File: src/rtl/dbg2w_pkg.sv
// Shared constants and helpers for the two-wire debug engine.
// Slot numbering: slot 0 is the first header bit; every slot is one link
// clock period that starts with a falling edge and ends with a rising one.
package dbg2w_pkg;
    localparam int DATA_W        = 32;
    localparam int HDR_BITS      = 8;
    localparam int ACK_W         = 3;
    localparam int SLOT_TRN_A    = HDR_BITS;                 // turnaround after header
    localparam int SLOT_ACK0     = SLOT_TRN_A + 1;           // first target ack slot
    localparam int SLOT_TRN_B    = SLOT_ACK0 + ACK_W;        // turnaround / decision slot
    localparam int SLOT_WDATA    = SLOT_TRN_B + 1;           // first host data slot
    localparam int SLOT_LAST     = SLOT_WDATA + DATA_W;      // last slot of a full transfer
    localparam int SLOT_W        = $clog2(SLOT_LAST + 2);

    localparam logic [ACK_W-1:0] ACK_OK    = 3'b001;
    localparam logic [3:0]       STAT_PERR = 4'h8;

    // Builds the header word; bit 0 leaves the host first.
    function automatic logic [HDR_BITS-1:0] make_header(input logic ap, input logic rd,
                                                         input logic [1:0] addr);
        return {1'b1, 1'b0, ap ^ rd ^ addr[0] ^ addr[1], addr[1], addr[0], rd, ap, 1'b1};
    endfunction
endpackage

File: src/rtl/dbg2w_tick.sv
// Half-period tick generator for the link clock.
// Assumes div is held constant while en is high; the counter restarts
// whenever en is low so the first tick comes div+1 cycles after enable.
module dbg2w_tick #(
    parameter int DIV_W = 8
) (
    input  logic             clk,
    input  logic             rst_n,
    input  logic             en,
    input  logic [DIV_W-1:0] div,
    output logic             tick
);
    logic [DIV_W-1:0] cnt_q;

    assign tick = en && (cnt_q == div);

    // Counts system cycles inside one link half period.
    always_ff @(posedge clk) begin
        if (!rst_n)             cnt_q <= '0;
        else if (!en || tick)   cnt_q <= '0;
        else                    cnt_q <= cnt_q + 1'b1;
    end

    // the half-period counter never passes its limit
    assert_cnt_in_range_R8: assert property (@(posedge clk) disable iff (!rst_n)
        en |-> (cnt_q <= div));
endmodule

File: src/rtl/dbg2w_rxcap.sv
// Capture registers for bits the target drives: acknowledge and read data.
// Both shift right so the first received bit ends up in bit 0.
// Assumes the caller enables at most one of the two captures per cycle.
module dbg2w_rxcap #(
    parameter int DATA_W = 32,
    parameter int ACK_W  = 3
) (
    input  logic              clk,
    input  logic              rst_n,
    input  logic              clr,
    input  logic              cap_ack,
    input  logic              cap_dat,
    input  logic              di,
    output logic [ACK_W-1:0]  ack_q,
    output logic [ACK_W-1:0]  ack_next,
    output logic [DATA_W-1:0] rdata,
    output logic              perr
);
    logic [ACK_W-1:0] ack_sr;
    logic [DATA_W:0]  dat_sr;

    // Shifts in acknowledge or data bits, cleared at each new request.
    always_ff @(posedge clk) begin
        if (!rst_n || clr) begin
            ack_sr <= '0;
            dat_sr <= '0;
        end else begin
            if (cap_ack) ack_sr <= {di, ack_sr[ACK_W-1:1]};
            if (cap_dat) dat_sr <= {di, dat_sr[DATA_W:1]};
        end
    end

    assign ack_q    = ack_sr;
    assign ack_next = {di, ack_sr[ACK_W-1:1]};
    assign rdata    = dat_sr[DATA_W-1:0];
    assign perr     = ^dat_sr;

    // acknowledge and data captures never coincide
    assert_cap_exclusive_R5: assert property (@(posedge clk) disable iff (!rst_n)
        !(cap_ack && cap_dat));
endmodule

File: src/rtl/dbg2w_txmux.sv
// Chooses the host's line value and drive enable for a given slot.
// Assumes slot is the slot whose falling edge is being processed.
module dbg2w_txmux
    import dbg2w_pkg::*;
(
    input  logic [SLOT_W-1:0]   slot,
    input  logic [HDR_BITS-1:0] hdr,
    input  logic [DATA_W:0]     wvec,
    input  logic                is_rd,
    output logic                do_o,
    output logic                oe_o
);
    localparam logic [SLOT_W-1:0] S_HDR_END = SLOT_W'(HDR_BITS);
    localparam logic [SLOT_W-1:0] S_WDATA   = SLOT_W'(SLOT_WDATA);
    localparam logic [SLOT_W-1:0] S_LAST    = SLOT_W'(SLOT_LAST);

    logic [SLOT_W-1:0] widx;
    assign widx = slot - S_WDATA;

    // Header slots, host data slots on writes, released line elsewhere.
    always_comb begin
        do_o = 1'b0;
        oe_o = 1'b0;
        if (slot < S_HDR_END) begin
            oe_o = 1'b1;
            do_o = hdr[slot[2:0]];
        end else if (!is_rd && slot >= S_WDATA && slot <= S_LAST) begin
            oe_o = 1'b1;
            do_o = wvec[widx];
        end
    end
endmodule

File: src/rtl/dbg2w_engine.sv
// Host-side transaction engine for a two-wire serial debug link.
// Accepts one request while idle, runs header, turnaround, acknowledge and
// (on an OK acknowledge) the 33-bit data phase, then pulses done.
// Assumes the target follows the edge rules: it samples on rising link
// edges and changes its own bits on rising link edges.
module dbg2w_engine
    import dbg2w_pkg::*;
#(
    parameter int DIV_W = 8
) (
    input  logic              clk,
    input  logic              rst_n,
    input  logic [DIV_W-1:0]  div_cfg,
    input  logic              req_valid,
    input  logic              req_ap,
    input  logic              req_rd,
    input  logic [1:0]        req_addr,
    input  logic [DATA_W-1:0] req_wdata,
    output logic              busy,
    output logic              done,
    output logic [ACK_W-1:0]  rsp_ack,
    output logic [3:0]        rsp_status,
    output logic [DATA_W-1:0] rsp_rdata,
    output logic              rsp_perr,
    output logic              lnk_clk,
    output logic              lnk_do,
    output logic              lnk_oe,
    input  logic              lnk_di
);
    localparam logic [SLOT_W-1:0] S_TRN_A   = SLOT_W'(SLOT_TRN_A);
    localparam logic [SLOT_W-1:0] S_ACK_SMP = SLOT_W'(SLOT_ACK0 + 1);
    localparam logic [SLOT_W-1:0] S_TRN_B   = SLOT_W'(SLOT_TRN_B);
    localparam logic [SLOT_W-1:0] S_WDATA   = SLOT_W'(SLOT_WDATA);
    localparam logic [SLOT_W-1:0] S_LAST    = SLOT_W'(SLOT_LAST);

    logic                busy_q, done_q, rise_next;
    logic [SLOT_W-1:0]   slot_q, end_q, end_p1;
    logic                clk_q, do_q, oe_q;
    logic                rd_q;
    logic [HDR_BITS-1:0] hdr_q;
    logic [DATA_W-1:0]   wdata_q;
    logic [DIV_W-1:0]    div_q;
    logic [ACK_W-1:0]    rsp_ack_q;
    logic [DATA_W-1:0]   rsp_rdata_q;
    logic                rsp_perr_q;

    logic                tick, tx_do, tx_oe, accept, fall_act, finishing;
    logic                cap_ack, cap_dat, perr_w;
    logic [ACK_W-1:0]    ack_q, ack_next;
    logic [DATA_W-1:0]   rdata_w;
    logic [DATA_W:0]     wvec;

    assign accept    = req_valid && !busy_q;
    assign end_p1    = end_q + 1'b1;
    assign finishing = busy_q && tick && !rise_next && (slot_q == end_p1);
    assign fall_act  = busy_q && tick && !rise_next && (slot_q != end_p1);
    assign cap_ack   = fall_act && slot_q >= S_ACK_SMP && slot_q <= S_TRN_B;
    assign cap_dat   = fall_act && rd_q && slot_q >= S_WDATA && slot_q <= S_LAST;
    assign wvec      = {^wdata_q, wdata_q};

    dbg2w_tick #(.DIV_W(DIV_W)) tick_i (
        .clk(clk), .rst_n(rst_n), .en(busy_q), .div(div_q), .tick(tick)
    );

    dbg2w_txmux txmux_i (
        .slot(slot_q), .hdr(hdr_q), .wvec(wvec), .is_rd(rd_q),
        .do_o(tx_do), .oe_o(tx_oe)
    );

    dbg2w_rxcap #(.DATA_W(DATA_W), .ACK_W(ACK_W)) rxcap_i (
        .clk(clk), .rst_n(rst_n), .clr(accept), .cap_ack(cap_ack), .cap_dat(cap_dat),
        .di(lnk_di), .ack_q(ack_q), .ack_next(ack_next), .rdata(rdata_w), .perr(perr_w)
    );

    // Latches the request fields and divider at acceptance.
    always_ff @(posedge clk) begin
        if (!rst_n) begin
            rd_q    <= 1'b0;
            hdr_q   <= '0;
            wdata_q <= '0;
            div_q   <= '0;
        end else if (accept) begin
            rd_q    <= req_rd;
            hdr_q   <= make_header(req_ap, req_rd, req_addr);
            wdata_q <= req_wdata;
            div_q   <= div_cfg;
        end
    end

    // Sequences slots: falls launch host bits, rises advance the slot.
    always_ff @(posedge clk) begin
        if (!rst_n) begin
            busy_q    <= 1'b0;
            done_q    <= 1'b0;
            rise_next <= 1'b0;
            slot_q    <= '0;
            end_q     <= S_LAST;
        end else begin
            done_q <= finishing;
            if (accept) begin
                busy_q    <= 1'b1;
                rise_next <= 1'b0;
                slot_q    <= '0;
                end_q     <= S_LAST;
            end else if (busy_q && tick) begin
                if (rise_next) begin
                    slot_q    <= slot_q + 1'b1;
                    rise_next <= 1'b0;
                end else if (finishing) begin
                    busy_q <= 1'b0;
                end else begin
                    rise_next <= 1'b1;
                    if (slot_q == S_TRN_B && ack_next != ACK_OK) end_q <= S_TRN_B;
                end
            end
        end
    end

    // Drives the link pins: clock low and new data on falls, clock high on rises.
    always_ff @(posedge clk) begin
        if (!rst_n) begin
            clk_q <= 1'b1;
            do_q  <= 1'b0;
            oe_q  <= 1'b1;
        end else if (busy_q && tick) begin
            if (rise_next) begin
                clk_q <= 1'b1;
            end else if (finishing) begin
                do_q <= 1'b0;
                oe_q <= 1'b1;
            end else begin
                clk_q <= 1'b0;
                do_q  <= tx_do;
                oe_q  <= tx_oe;
            end
        end
    end

    // Registers the response when the transfer finishes.
    always_ff @(posedge clk) begin
        if (!rst_n) begin
            rsp_ack_q   <= '0;
            rsp_rdata_q <= '0;
            rsp_perr_q  <= 1'b0;
        end else if (finishing) begin
            rsp_ack_q   <= ack_q;
            rsp_rdata_q <= rdata_w;
            rsp_perr_q  <= rd_q && (ack_q == ACK_OK) && perr_w;
        end
    end

    assign busy       = busy_q;
    assign done       = done_q;
    assign rsp_ack    = rsp_ack_q;
    assign rsp_rdata  = rsp_rdata_q;
    assign rsp_perr   = rsp_perr_q;
    assign rsp_status = rsp_perr_q ? STAT_PERR : {1'b0, rsp_ack_q};
    assign lnk_clk    = clk_q;
    assign lnk_do     = do_q;
    assign lnk_oe     = oe_q;

    // idle link has clock high and host driving
    assert_idle_pins_R2: assert property (@(posedge clk) disable iff (!rst_n)
        !busy_q |-> (clk_q && oe_q));

    // link clock only moves on a divider tick
    assert_clk_on_tick_R8: assert property (@(posedge clk) disable iff (!rst_n)
        !(busy_q && tick) |=> $stable(clk_q));

    // line released during turnaround and acknowledge slots
    assert_trn_released_R3: assert property (@(posedge clk) disable iff (!rst_n)
        (busy_q && !clk_q && slot_q >= S_TRN_A && slot_q <= S_TRN_B) |-> !oe_q);

    // a short transfer never drives data
    assert_short_no_drive_R7: assert property (@(posedge clk) disable iff (!rst_n)
        (busy_q && end_q == S_TRN_B) |-> !oe_q);

    // done lasts one cycle and only when idle
    assert_done_pulse_R9: assert property (@(posedge clk) disable iff (!rst_n)
        done_q |=> !done_q);
    assert_done_idle_R9: assert property (@(posedge clk) disable iff (!rst_n)
        done_q |-> !busy_q);
endmodule

File: config.mk
export PLATFORM = sky130hd
export DESIGN_NAME = dbg2w_engine
export DESIGN_NICKNAME = d
export VERILOG_FILES = /design/src/rtl/dbg2w_pkg.sv /design/src/rtl/dbg2w_tick.sv /design/src/rtl/dbg2w_rxcap.sv /design/src/rtl/dbg2w_txmux.sv /design/src/rtl/dbg2w_engine.sv
export SDC_FILE = /design/constraint.sdc
export NUM_CORES = 1
export LEC_CHECK = 0
export BUFFER_PORTS_ARGS = -buffer_cell sky130_fd_sc_hd__buf_4
export CAP_MARGIN = 20
export CORE_MARGIN = 8
export CORE_UTILIZATION = 43
export CTS_BUF_LIST = sky130_fd_sc_hd__clkbuf_8
export DETAILED_ROUTE_END_ITERATION = 8
export PLACE_DENSITY = 0.71
export REMOVE_ABC_BUFFERS = 1
export SETUP_SLACK_MARGIN = 0.05
export SKIP_LAST_GASP = 1
export SYNTH_ARGS = -nofsm -noshare
export SYNTH_HDL_FRONTEND = slang
export SYNTH_HIERARCHICAL = 1
export SYNTH_SLANG_ARGS = --single-unit
File: constraint.sdc
create_clock -name clk -period 3.4 [get_ports clk]
set_clock_uncertainty 0.1 [all_clocks]
set_input_delay 0 -clock clk [delete_from_list [all_inputs] [get_ports clk]]
set_output_delay 0 -clock clk [all_outputs]
set_load 0.01 [all_outputs]
Word level (Yosys, flattened, before mapping)

Index checks and enable logic that the tools add are counted.

Register bits: 142
Bits of input ports: 48

$add $sub $neg: 4
$lt $le $gt $ge: 7
Equality and inequality tests: 8
Mux-type cells: 19
Bitwise gates (word level): 6
Reductions and logical operators: 33

Operators by type and width:

| kind                                                        | count |
|---|---|
| XOR reduction 33 bit                                        | 1 |
| XOR reduction 32 bit                                        | 1 |
| logical AND 1 bit                                           | 16 |
| 2-to-1 mux 1 bit                                            | 16 |
| adder 6 x 1 -> 6 bit (second input constant)                | 2 |
| >= comparator 6 x 4 -> 1 bit (second input constant)        | 2 |
| adder 8 x 1 -> 8 bit (second input constant)                | 1 |
| == test 8 bit                                               | 1 |
| less-than comparator 6 x 7 -> 1 bit (second input constant) | 1 |
| binary-select mux 1 bit (select 6 bit)                      | 1 |
| == test 6 x 4 -> 1 bit (second input constant)              | 1 |
| == test 6 bit                                               | 1 |
| <= comparator 6 x 4 -> 1 bit (second input constant)        | 1 |
| <= comparator 6 bit (second input constant)                 | 1 |
| less-than comparator 6 x 4 -> 1 bit (second input constant) | 1 |
| != test 6 bit                                               | 1 |
| AND reduction 2 bit                                         | 3 |
| subtractor 6 x 4 -> 6 bit (second input constant)           | 1 |
| logical NOT 1 bit                                           | 4 |
| less-than comparator 3 x 4 -> 1 bit (second input constant) | 1 |
| 2-to-1 mux 4 bit                                            | 1 |
| AND reduction 4 bit                                         | 1 |
| nonzero test 2 bit                                          | 2 |
| OR reduction 2 bit                                          | 2 |
| 9 further kinds                                             | 14 |

Logic depth before layout (Yosys ltp)

Gate-level depths: netlist of the first run.

Word-level depth: 9
Gate-level depth with buffers: 13
Mapped depth without buffers: 11

Cells and area by module

Netlist of the first run, hierarchy kept.

By module, submodules not included:

| module       | times used | cells each | area each (um2) | sequential area each (um2) |
|---|---|---|---|---|
| dbg2w_engine | 1          | 400        | 3,772.4         | 1,901.8 |
| dbg2w_rxcap  | 1          | 183        | 1,811.7         | 720.7 |
| dbg2w_txmux  | 1          | 66         | 689.4           | 0.0 |
| dbg2w_tick   | 1          | 46         | 470.5           | 160.2 |

Worst setup path before layout of the first run

OpenSTA, ideal clock, no wires.

Path type: flip-flop to flip-flop
Start: register tick_i.cnt_q[2]
End: register rxcap_i.dat_sr[10]
Data arrival time: 2.546 ns
Data required time: 3.172 ns
Path slack: 0.626 ns
Stages on the path, launching flop included: 13
Buffers on the path: 3
Period minus slack after synthesis: 2.774 ns
Cell sequence: dfxtp_1 -> buf_6 -> xor2_2 -> nor4_4 -> and3_1 -> nand2_1 -> nor2_1 -> nand2b_1 -> nor2_1 -> clkbuf_1 -> buf_2 -> mux2i_1 -> nor2_1

Longest elaborated chain between the ends: 8

RTL lines:

| item                            | line               | source |
|---|---|---|
| from (decl)                     | dbg2w_tick.sv:13   | `logic [DIV_W-1:0] cnt_q;` |
| from (signal assigned)          | dbg2w_tick.sv:21   | `else cnt_q <= cnt_q + 1'b1;` |
| == test 8 bit                   | dbg2w_tick.sv:15   | `assign tick = en && (cnt_q == div);` |
| logical AND 1 bit               | dbg2w_tick.sv:15   |  |
| named net tick                  | dbg2w_engine.sv:47 | `logic tick, tx_do, tx_oe, accept, fall_act, finishing;` |
| logical AND 1 bit (3 in series) | dbg2w_engine.sv:56 | `assign fall_act = busy_q && tick && !rise_next && (slot_q != end_p1);` |
| logical AND 1 bit (3 in series) | dbg2w_engine.sv:58 | `assign cap_dat = fall_act && rd_q && slot_q >= S_WDATA && slot_q <= S_LAST;` |
| named net cap_dat               | dbg2w_engine.sv:48 | `logic cap_ack, cap_dat, perr_w;` |
| to (signal assigned)            | dbg2w_rxcap.sv:29  | `if (cap_dat) dat_sr <= {di, dat_sr[DATA_W:1]};` |
| to (decl)                       | dbg2w_rxcap.sv:20  | `logic [DATA_W:0] dat_sr;` |

The timed path passes the listed nets, and every way through them passes these cells.
A chain may end at the register's enable or synchronous reset.

Worst setup path after layout of the first run

Start: register tick_i.cnt_q[2]
End: register rxcap_i.ack_sr[0] (netlist: rxcap_i/ack_q[0])

Longest elaborated chain between the ends: 7

RTL lines:

| item                            | line               | source |
|---|---|---|
| == test 8 bit                   | dbg2w_tick.sv:15   |  |
| logical AND 1 bit               | dbg2w_tick.sv:15   |  |
| named net tick                  | dbg2w_engine.sv:47 |  |
| logical AND 1 bit (3 in series) | dbg2w_engine.sv:56 |  |
| logical AND 1 bit (2 in series) | dbg2w_engine.sv:57 | `assign cap_ack = fall_act && slot_q >= S_ACK_SMP && slot_q <= S_TRN_B;` |
| named net cap_ack               | dbg2w_engine.sv:48 |  |
| to (signal assigned)            | dbg2w_rxcap.sv:28  | `if (cap_ack) ack_sr <= {di, ack_sr[ACK_W-1:1]};` |
| to (decl)                       | dbg2w_rxcap.sv:19  | `logic [ACK_W-1:0] ack_sr;` |

The timed path passes the listed nets, and every way through them passes these cells.

==> results of run 1 <==
==> worst max-delay path: cells and delay by family (launching register included) <==
kind,cells,cell delay [ns]
flip-flops,1,0.48
buffers and inverters,1,0.19
multiplexers,1,0.25
AND/OR/NAND/NOR,7,1.57
XOR/XNOR,1,0.13
==> per-layer routing <==
metal	GRT usage (%)	vias to the layer above	part of all wire, %
met3	4.83	18	4.9
met1	17.8	2395	45
met2	25.0	92	48
met5	0	-	0
li1	-	2627	-
met4	5.60	0	1.8
==> synth_stat cells (6+ instances only) <==
library cell,count,area [um^2]
sky130_fd_sc_hd__a21boi_0,38,285
sky130_fd_sc_hd__a21boi_1,6,45.0
sky130_fd_sc_hd__a21oi_1,10,50.1
sky130_fd_sc_hd__a22o_1,34,298
sky130_fd_sc_hd__buf_2,7,35.0
sky130_fd_sc_hd__buf_4,36,270
sky130_fd_sc_hd__buf_6,9,101
sky130_fd_sc_hd__clkbuf_1,17,63.8
sky130_fd_sc_hd__dfxtp_1,139,2780
sky130_fd_sc_hd__ha_1,7,87.6
sky130_fd_sc_hd__inv_1,7,26.3
sky130_fd_sc_hd__mux2i_1,43,430
sky130_fd_sc_hd__mux4_1,7,184
sky130_fd_sc_hd__nand2_1,100,375
sky130_fd_sc_hd__nand3_1,11,55.1
sky130_fd_sc_hd__nor2_1,53,199
sky130_fd_sc_hd__nor2b_1,8,50.1
sky130_fd_sc_hd__o21ai_0,12,60.1
sky130_fd_sc_hd__xnor2_1,62,543
sky130_fd_sc_hd__xor2_1,18,158
==> power by group <==
| group | internal (W) | total, W | switching (W) | leakage, nW |
|---|---|---|---|---|
| Combinational | 0.000227 | 0.000393 | 0.000165 | 2.05 |
| Clock | 0.000533 | 0.00125 | 0.000713 | 0.183 |
| Sequential | 0.00166 | 0.00169 | 0.0000313 | 1.13 |
==> metrics by stage <==
stage               instances  hold slack (ns)  cell area (um^2)  setup WS (ns)
floorplan                 619          -0.0282              6220         -0.874
global placement          931            0.150              7260          0.672
detailed placement        931            0.161              7260          0.558
CTS                      1055            0.279              8550          0.558
global route             1055            0.290              8550          0.268
finish                   1055            0.310              8550          0.566
==> logic make-up after synthesis <==
family,count (synthesis)
buf+inv,84
flops,139
simple gates,208
compound gates,120
xor+xnor,83
fa+ha+maj,7
other cells,1
mux,53
==> layout make-up <==
type | instances | area, um^2
Timing Repair Buffer | 193 | 1690
Clock inverter | 15 | 133
Tap cell | 211 | 264
Multi-Input combinational cell | 472 | 3410
Fill cell | 1349 | 6710
Sequential cell | 139 | 2780
Clock buffer | 17 | 234
Inverter | 8 | 30.0
==> path summary, 6_finish.rpt <==
path              slack, ns                  to       startpoint  depth (start not counted)
hold reg to reg        0.38        rsp_rdata[7]     rsp_rdata[7]                          1
hold / removal         0.31  rxcap_i/dat_sr[32]           lnk_di                          4
setup / recovery       0.57    rxcap_i/ack_q[0]  tick_i/cnt_q[2]                         10
setup reg to reg       0.57    rxcap_i/ack_q[0]  tick_i/cnt_q[2]                         10
==> state kept, by name, indices dropped and copies added (netlist names) <==
register        count
rsp_rdata          32
rsp_ack             3
rise_next           1
wdata_q            32
lnk_oe              1
end_q               1
done                1
hdr_q               6
lnk_clk             1
div_q               8
rxcap_i/dat_sr     33
rsp_perr            1
slot_q              6
rxcap_i/ack_q       3
tick_i/cnt_q        8
busy                1
lnk_do              1
==> impl_summary.txt, run 1 <==
----------------------------------------------------
[Clocking]
  Clock network latency to the later pin of the worst-skew pair ... 0.45 ns
  CTS resizes ... 0
  Num CTS Buffers ... 17
  Clock transition at the registers of the reported paths ... 0.08 ns
  Number of buffers on the longest clock path ... 2
  Clock root buffer master ... sky130_fd_sc_hd__clkbuf_8
  Clock tree from TritonCTS ... done
  Clk sink count ... 139
  Setup Fix Bufs, Post-CTS ... 0
  Quantity of hold-fixing buffers added after cts ... 92
  Level count of the clock H-tree ... 4

[Floorplan]
  Total I/O pin count ... 93
  Standard-cell rows ... 45
  DIE HEIGHT ... around 140 um
  Die X ... 141 um
  Die area ... 19900 um^2
  Initial core utilization ... 44.2%
  Placeable core region ... 15300 um^2

[Global route]
  Global-route wire length before repair ... 24600 um
  Total grt overflow ... 0
  Number of global-route vias before repair ... 5104
  Total routing usage reported by global routing ... 15.1%
  Initial antenna violation count ... 0
  Maximum number of pins on one net before global-route repair ... 57

[STA]
  Number of max-slew violations in the final report ... 0
  Final cycle utilization of the critical path ... between 80% and 90%
  Final Hold Viols ... 0
  Minimum period implied by the final worst setup slack ... 2.83 ns
  Unrepaired setup endpoints after global routing ... no
  Fmax ... roughly 350 MHz
  Relative slew slack ... 47.6%
  Final number of setup-violating endpoints ... 0
  Setup TNS ... 0 ns
  Slew @ Worst Pin ... 0.785 ns

[Logic synthesis]
  Xor/xnor cell area share of the yosys netlist ... 11.2%
  Yosys warning count ... 6
  EDFF count, synth ... 0
  Fraction of registers with async set/reset ... 0%
  Post-Syn Area per Cell ... a little under 10 um^2
  Seq/Total Area, Yosys ... 41.3%
  Post-synthesis compound-gate area fraction ... 13.5%
  Dominant combinational cell family by area after synthesis ... simple AND/OR/NAND/NOR gates
  Main flop type after synthesis ... sky130_fd_sc_hd__dfxtp_1
  Post-synthesis instance total ... 695
  Area fraction in and, or, nand and nor cells after synthesis ... 14.3%
  Number of library cell types mapped by synthesis ... 56
  Mux cell area share after synthesis ... between 10% and 20%
  Synth Area in Adders ... under 10%
  Seq cells post-synth ... about 140
  Combined area of all synthesized cells ... roughly 6700 um^2

[Drt]
  DRT Pass-1 Iters ... 4
  Post-detailed-route wirelength per cell ... 13.7 um
  Mean number of vias per cell ... 4.86
  Number of DRC markers after the initial detailed-route iteration ... roughly 250
  Number of nets with antenna violations after routing ... 0
  Count of unresolved DRC violations after routing ... 0
  Routed via count ... 5132
  Final wirelength ... approximately 14000 um

[Power and ir drop]
  Power density relative to cell area ... between 300 and 400 nW/um^2
  Worst supply voltage drop on vdd ... 0.000293 V
  Standby leakage power ... 3.36 nW
  Power Total ... around 0.0033 W

[Critical path]
  Series of cell instances along the critical path ... xor2_2 > nor4_4 > buf_4 > and3_1 > nand2_1 > nor2_1 > nand2b_1 > nor3_1 > mux2i_1 > nor2_1
  Slowest stage delay, CP ... a little over 0.5 ns
  Most used cell along the critical path ... sky130_fd_sc_hd__nor2_1
  Slowest cell on the critical path ... sky130_fd_sc_hd__nor3_1
  Worst setup EP type ... flip-flop
  Signal arrival time at the worst endpoint ... 3.06 ns
  Type of element launching the critical path ... flip-flop
  Critical path data required time ... between 3 and 4 ns
  Type of the worst setup path ... flip-flop to flip-flop
  Highest fanout seen on the critical path ... 9

[Place]
  IO Port Bufs ... a little over 90
  Post-detailed-placement half-perimeter wirelength ... between 9000 and 10000 um
  Final weighted congestion of routability-driven global placement ... 0.823

[Layout]
  Final Net Count ... 886
  Share of layout cells above drive strength 1 ... 17.4%
  Commonest cells after routing, fill and taps aside ... sky130_fd_sc_hd__dfxtp_1, sky130_fd_sc_hd__nand2_1, sky130_fd_sc_hd__buf_4
  Most frequent standard cell in the layout excluding fill and tap cells ... sky130_fd_sc_hd__dfxtp_1
  ANT cells ... 0
  Final Util ... 56.0%
  Layout overhead on the synthesized area ... 26.8%

[Status]
  Outcome ... finished clean

[Flow run]
  Total of max-cap violations ... 0

[Hold path]
  Hold/Removal Path Class ... input pin to flip-flop

----------------------------------------------------
Note: power is estimated with default switching activity, not from simulation.
==> run 2: changes to the inputs <==
--- a/config.mk
+++ b/config.mk
@@ -5,13 +5,14 @@
 export SDC_FILE = /design/constraint.sdc
 export NUM_CORES = 1
 export LEC_CHECK = 0
+export ABC_AREA = 1
 export BUFFER_PORTS_ARGS = -buffer_cell sky130_fd_sc_hd__buf_4
 export CAP_MARGIN = 20
 export CORE_MARGIN = 8
 export CORE_UTILIZATION = 43
 export CTS_BUF_LIST = sky130_fd_sc_hd__clkbuf_8
 export DETAILED_ROUTE_END_ITERATION = 8
-export PLACE_DENSITY = 0.71
+export PLACE_DENSITY = 0.7
 export REMOVE_ABC_BUFFERS = 1
 export SETUP_SLACK_MARGIN = 0.05
 export SKIP_LAST_GASP = 1
==> constraint.sdc (replaced) <==
create_clock -name clk -period 2.7 [get_ports clk]
set_clock_uncertainty 0.1 [all_clocks]
set_input_delay 0 -clock clk [delete_from_list [all_inputs] [get_ports clk]]
set_output_delay 0 -clock clk [all_outputs]
set_load 0.01 [all_outputs]
==> run 2 against run 1 <==
  * Clock power is 51% higher
  * Register-to-register slack worse by 0.32 ns
  * Largest power group unchanged
  * Worst setup slack worse by 0.32 ns
  * Global-route usage is 1.7 points higher
  * Sequential share of layout area is 1.7 points lower
  * Final cell count is 42% higher
  * Core utilization is 3.3 points lower
  * Hold slack worse by 0.27 ns
  * Fmax is 15% higher
  * Highest routed layer unchanged
  * Clock-buffer cell count is 1 higher
  * Critical endpoint is now rxcap_i/dat_sr[22]
==> impl_summary.txt, run 2 <==
----------------------------------------------------
[Flow run]
  Total of max-cap violations ... 0

[Place]
  Post-detailed-placement half-perimeter wirelength ... about 12000 um
  IO Port Bufs ... 92
  Final weighted congestion of routability-driven global placement ... roughly 0.82
  Post-placement cell area ... 8110 um^2

[Hold path]
  Hold-critical path depth ... 6
  Hold/Removal Path Class ... input pin to flip-flop

[STA]
  Final number of setup-violating endpoints ... 0
  Fmax ... 407 MHz
  Setup TNS ... 0 ns
  Final cycle utilization of the critical path ... between 90% and 100%
  Minimum period implied by the final worst setup slack ... 2.46 ns
  Final Hold Viols ... 0
  Unrepaired setup endpoints after global routing ... yes
  Number of max-slew violations in the final report ... 0
  Relative slew slack ... between 50% and 60%
  Slew @ Worst Pin ... 0.661 ns

[Critical path]
  Signal arrival time at the worst endpoint ... 2.72 ns
  Type of the worst setup path ... flip-flop to flip-flop
  Type of element launching the critical path ... flip-flop
  Critical path data required time ... 2.96 ns
  Worst setup EP type ... flip-flop
  Highest fanout seen on the critical path ... 40
  Cell count of the worst reg-to-reg path ... 13

[Floorplan]
  Placeable core region ... 17100 um^2
  Die area ... 21800 um^2
  Standard-cell rows ... 48
  DIE HEIGHT ... 148 um
  Initial core utilization ... 43.5%
  Total I/O pin count ... 93
  Die X ... 148 um

[Power and ir drop]
  Power density relative to cell area ... 521 nW/um^2
  Standby leakage power ... 4.22 nW
  Worst supply voltage drop on vdd ... 0.000359 V

[Logic synthesis]
  Yosys warning count ... 6
  Main flop type after synthesis ... sky130_fd_sc_hd__dfxtp_1
  Post-synthesis instance total ... 1152
  Top post-synthesis cells by count ... sky130_fd_sc_hd__nand2_1, sky130_fd_sc_hd__dfxtp_1, sky130_fd_sc_hd__inv_1
  Area fraction of the dominant cell type after synthesis ... 37.3%
  Number of library cell types mapped by synthesis ... 38
  Cell types with the largest area share after synthesis ... sky130_fd_sc_hd__dfxtp_1, sky130_fd_sc_hd__nand2_1, sky130_fd_sc_hd__inv_1
  EDFF count, synth ... 0
  Combined area of all synthesized cells ... approximately 7500 um^2
  Seq cells post-synth ... 139
  Cell taking the most area after synthesis ... sky130_fd_sc_hd__dfxtp_1
  Fraction of registers with async set/reset ... 0%
  Seq/Total Area, Yosys ... 37.3%
  Count leader, synth ... sky130_fd_sc_hd__nand2_1
  Post-Syn Area per Cell ... between 6 and 7 um^2

[Status]
  Outcome ... finished clean

[Global route]
  Initial antenna violation count ... 0
  Total routing usage reported by global routing ... about 17%
  Number of global-route vias before repair ... 6853
  Global-route wire length before repair ... approximately 30000 um
  Maximum number of pins on one net before global-route repair ... 76
  Total grt overflow ... 0

[Layout]
  Post-route standard cell area excluding fillers ... 9030 um^2
  Final Util ... 52.7%
  ANT cells ... 0
  Most flops, register ... rxcap_i/dat_sr
  Commonest cells after routing, fill and taps aside ... sky130_fd_sc_hd__nand2_1, sky130_fd_sc_hd__dfxtp_1, sky130_fd_sc_hd__buf_4
  Final Net Count ... 1311
  Layout overhead on the synthesized area ... 21.2%
  Share of layout cells above drive strength 1 ... between 10 and 15%
  Number of flip-flops under the largest register name ... 33
  Most frequent standard cell in the layout excluding fill and tap cells ... sky130_fd_sc_hd__nand2_1

[Clocking]
  Number of buffers on the longest clock path ... 2
  Clock root buffer master ... sky130_fd_sc_hd__clkbuf_8
  Num CTS Buffers ... 17
  Level count of the clock H-tree ... 4
  Clock network latency to the later pin of the worst-skew pair ... roughly 0.46 ns
  Clk sink count ... 139
  Clock transition at the registers of the reported paths ... 0.08 ns
  Clock tree from TritonCTS ... done

[Drt]
  DRT Pass-1 Iters ... 5
  Count of unresolved DRC violations after routing ... 0
  Post-detailed-route wirelength per cell ... 11.9 um
  Number of nets with antenna violations after routing ... 0
  Number of DRC markers after the initial detailed-route iteration ... 363
  Final wirelength ... 17800 um
  Mean number of vias per cell ... 4.72
  Routed via count ... 7048

----------------------------------------------------
[run 2: changes by cell type in the layout (fill, tap and decap cells not counted), moves of 13 or more]
cell,previous run,this run
sky130_fd_sc_hd__nand2_2,0,13
sky130_fd_sc_hd__o21ai_0,12,57
sky130_fd_sc_hd__inv_1,7,95
sky130_fd_sc_hd__a22o_1,34,0
sky130_fd_sc_hd__dlygate4sd3_1,92,46
sky130_fd_sc_hd__nand3_1,11,53
sky130_fd_sc_hd__nor2_2,0,13
sky130_fd_sc_hd__nand2_1,100,486
sky130_fd_sc_hd__mux2i_1,43,0
sky130_fd_sc_hd__a21boi_0,38,0
sky130_fd_sc_hd__xnor2_1,62,19
sky130_fd_sc_hd__a21oi_1,10,61
sky130_fd_sc_hd__nor2_1,52,78
[run 2: where the power goes]
group,switching [W],internal (W)
registers,0.0000686,0.00212
logic,0.000364,0.000263
clock network,0.000856,0.00103
[run 2: worst max-delay path, cell delays in order (launching register included)]
cell	delay, ns
sky130_fd_sc_hd__dfxtp_1	0.42
sky130_fd_sc_hd__nand2_1	0.07
sky130_fd_sc_hd__nand2_1	0.08
sky130_fd_sc_hd__nand2_2	0.04
sky130_fd_sc_hd__nor2_1	0.13
sky130_fd_sc_hd__nand2_2	0.09
sky130_fd_sc_hd__nor2_1	0.16
sky130_fd_sc_hd__nand2_1	0.11
sky130_fd_sc_hd__nor2_1	0.15
sky130_fd_sc_hd__nand2_1	0.16
sky130_fd_sc_hd__a211oi_4	0.26
sky130_fd_sc_hd__buf_12	0.25
sky130_fd_sc_hd__nor2_1	0.07
sky130_fd_sc_hd__a211oi_1	0.27
[run 2: per-stage QoR]
stage | power, W | setup slack (ns) | instances | hold WS, ns
after global placement | 0.00279 | 0.265 | 1415 | 0.155
after floorplan | 0.00262 | -2.92 | 1081 | -0.0158
after detailed placement | 0.00281 | 0.159 | 1415 | 0.161
after CTS | 0.00476 | 0.0768 | 1492 | 0.0113
final | 0.00470 | 0.243 | 1493 | 0.0364
after global routing | 0.00494 | 0.0253 | 1493 | 0.0743
[run 2: layout make-up]
class,instances,area (um^2)
flip-flops and latches,139,2780
inverters,102,385
clock buffers,18,248
repair buffers,156,1310
multi-input cells,840,3830
fillers,1697,8090
well taps,225,282
clock inverters,13,191
[run 2: cells by family after synthesis]
| kind of cell | share of synthesized area, % |
|---|---|
| DFF | 37.3 |
| and+or+nand+nor | 35.7 |
| buffers and inverters | 11.5 |
| adders and majority gates | 1.18 |
| other | 0.0503 |
| AOI/OAI and AO/OA | 10.7 |
| xor gates and xnor gates | 3.53 |
[run 2: worst paths after layout]
path	startpoint	slack, ns	end
worst max register to register	tick_i/cnt_q[0]	0.24	rxcap_i/dat_sr[22]
worst max-delay path	tick_i/cnt_q[0]	0.24	rxcap_i/dat_sr[22]
worst min-delay path	req_valid	0.04	div_q[7]
worst min register to register	rsp_rdata[31]	0.36	rsp_rdata[31]
[run 2: repair_timing]
item,4_1_cts,5_1_grt
endpoints found under the hold margin,54,0
setup endpoints to repair,0,46
gates resized for setup,0,5
hold buffers,46,0
setup buffers,0,1
[run 2: routing by layer]
layer	vias to the layer above	global-route usage, %	routed length [um]
met5	-	0	0
met4	0	6.32	291
met3	19	4.43	784
met2	104	29.2	8500
met1	3152	19.2	8220
li1	3773	-	-
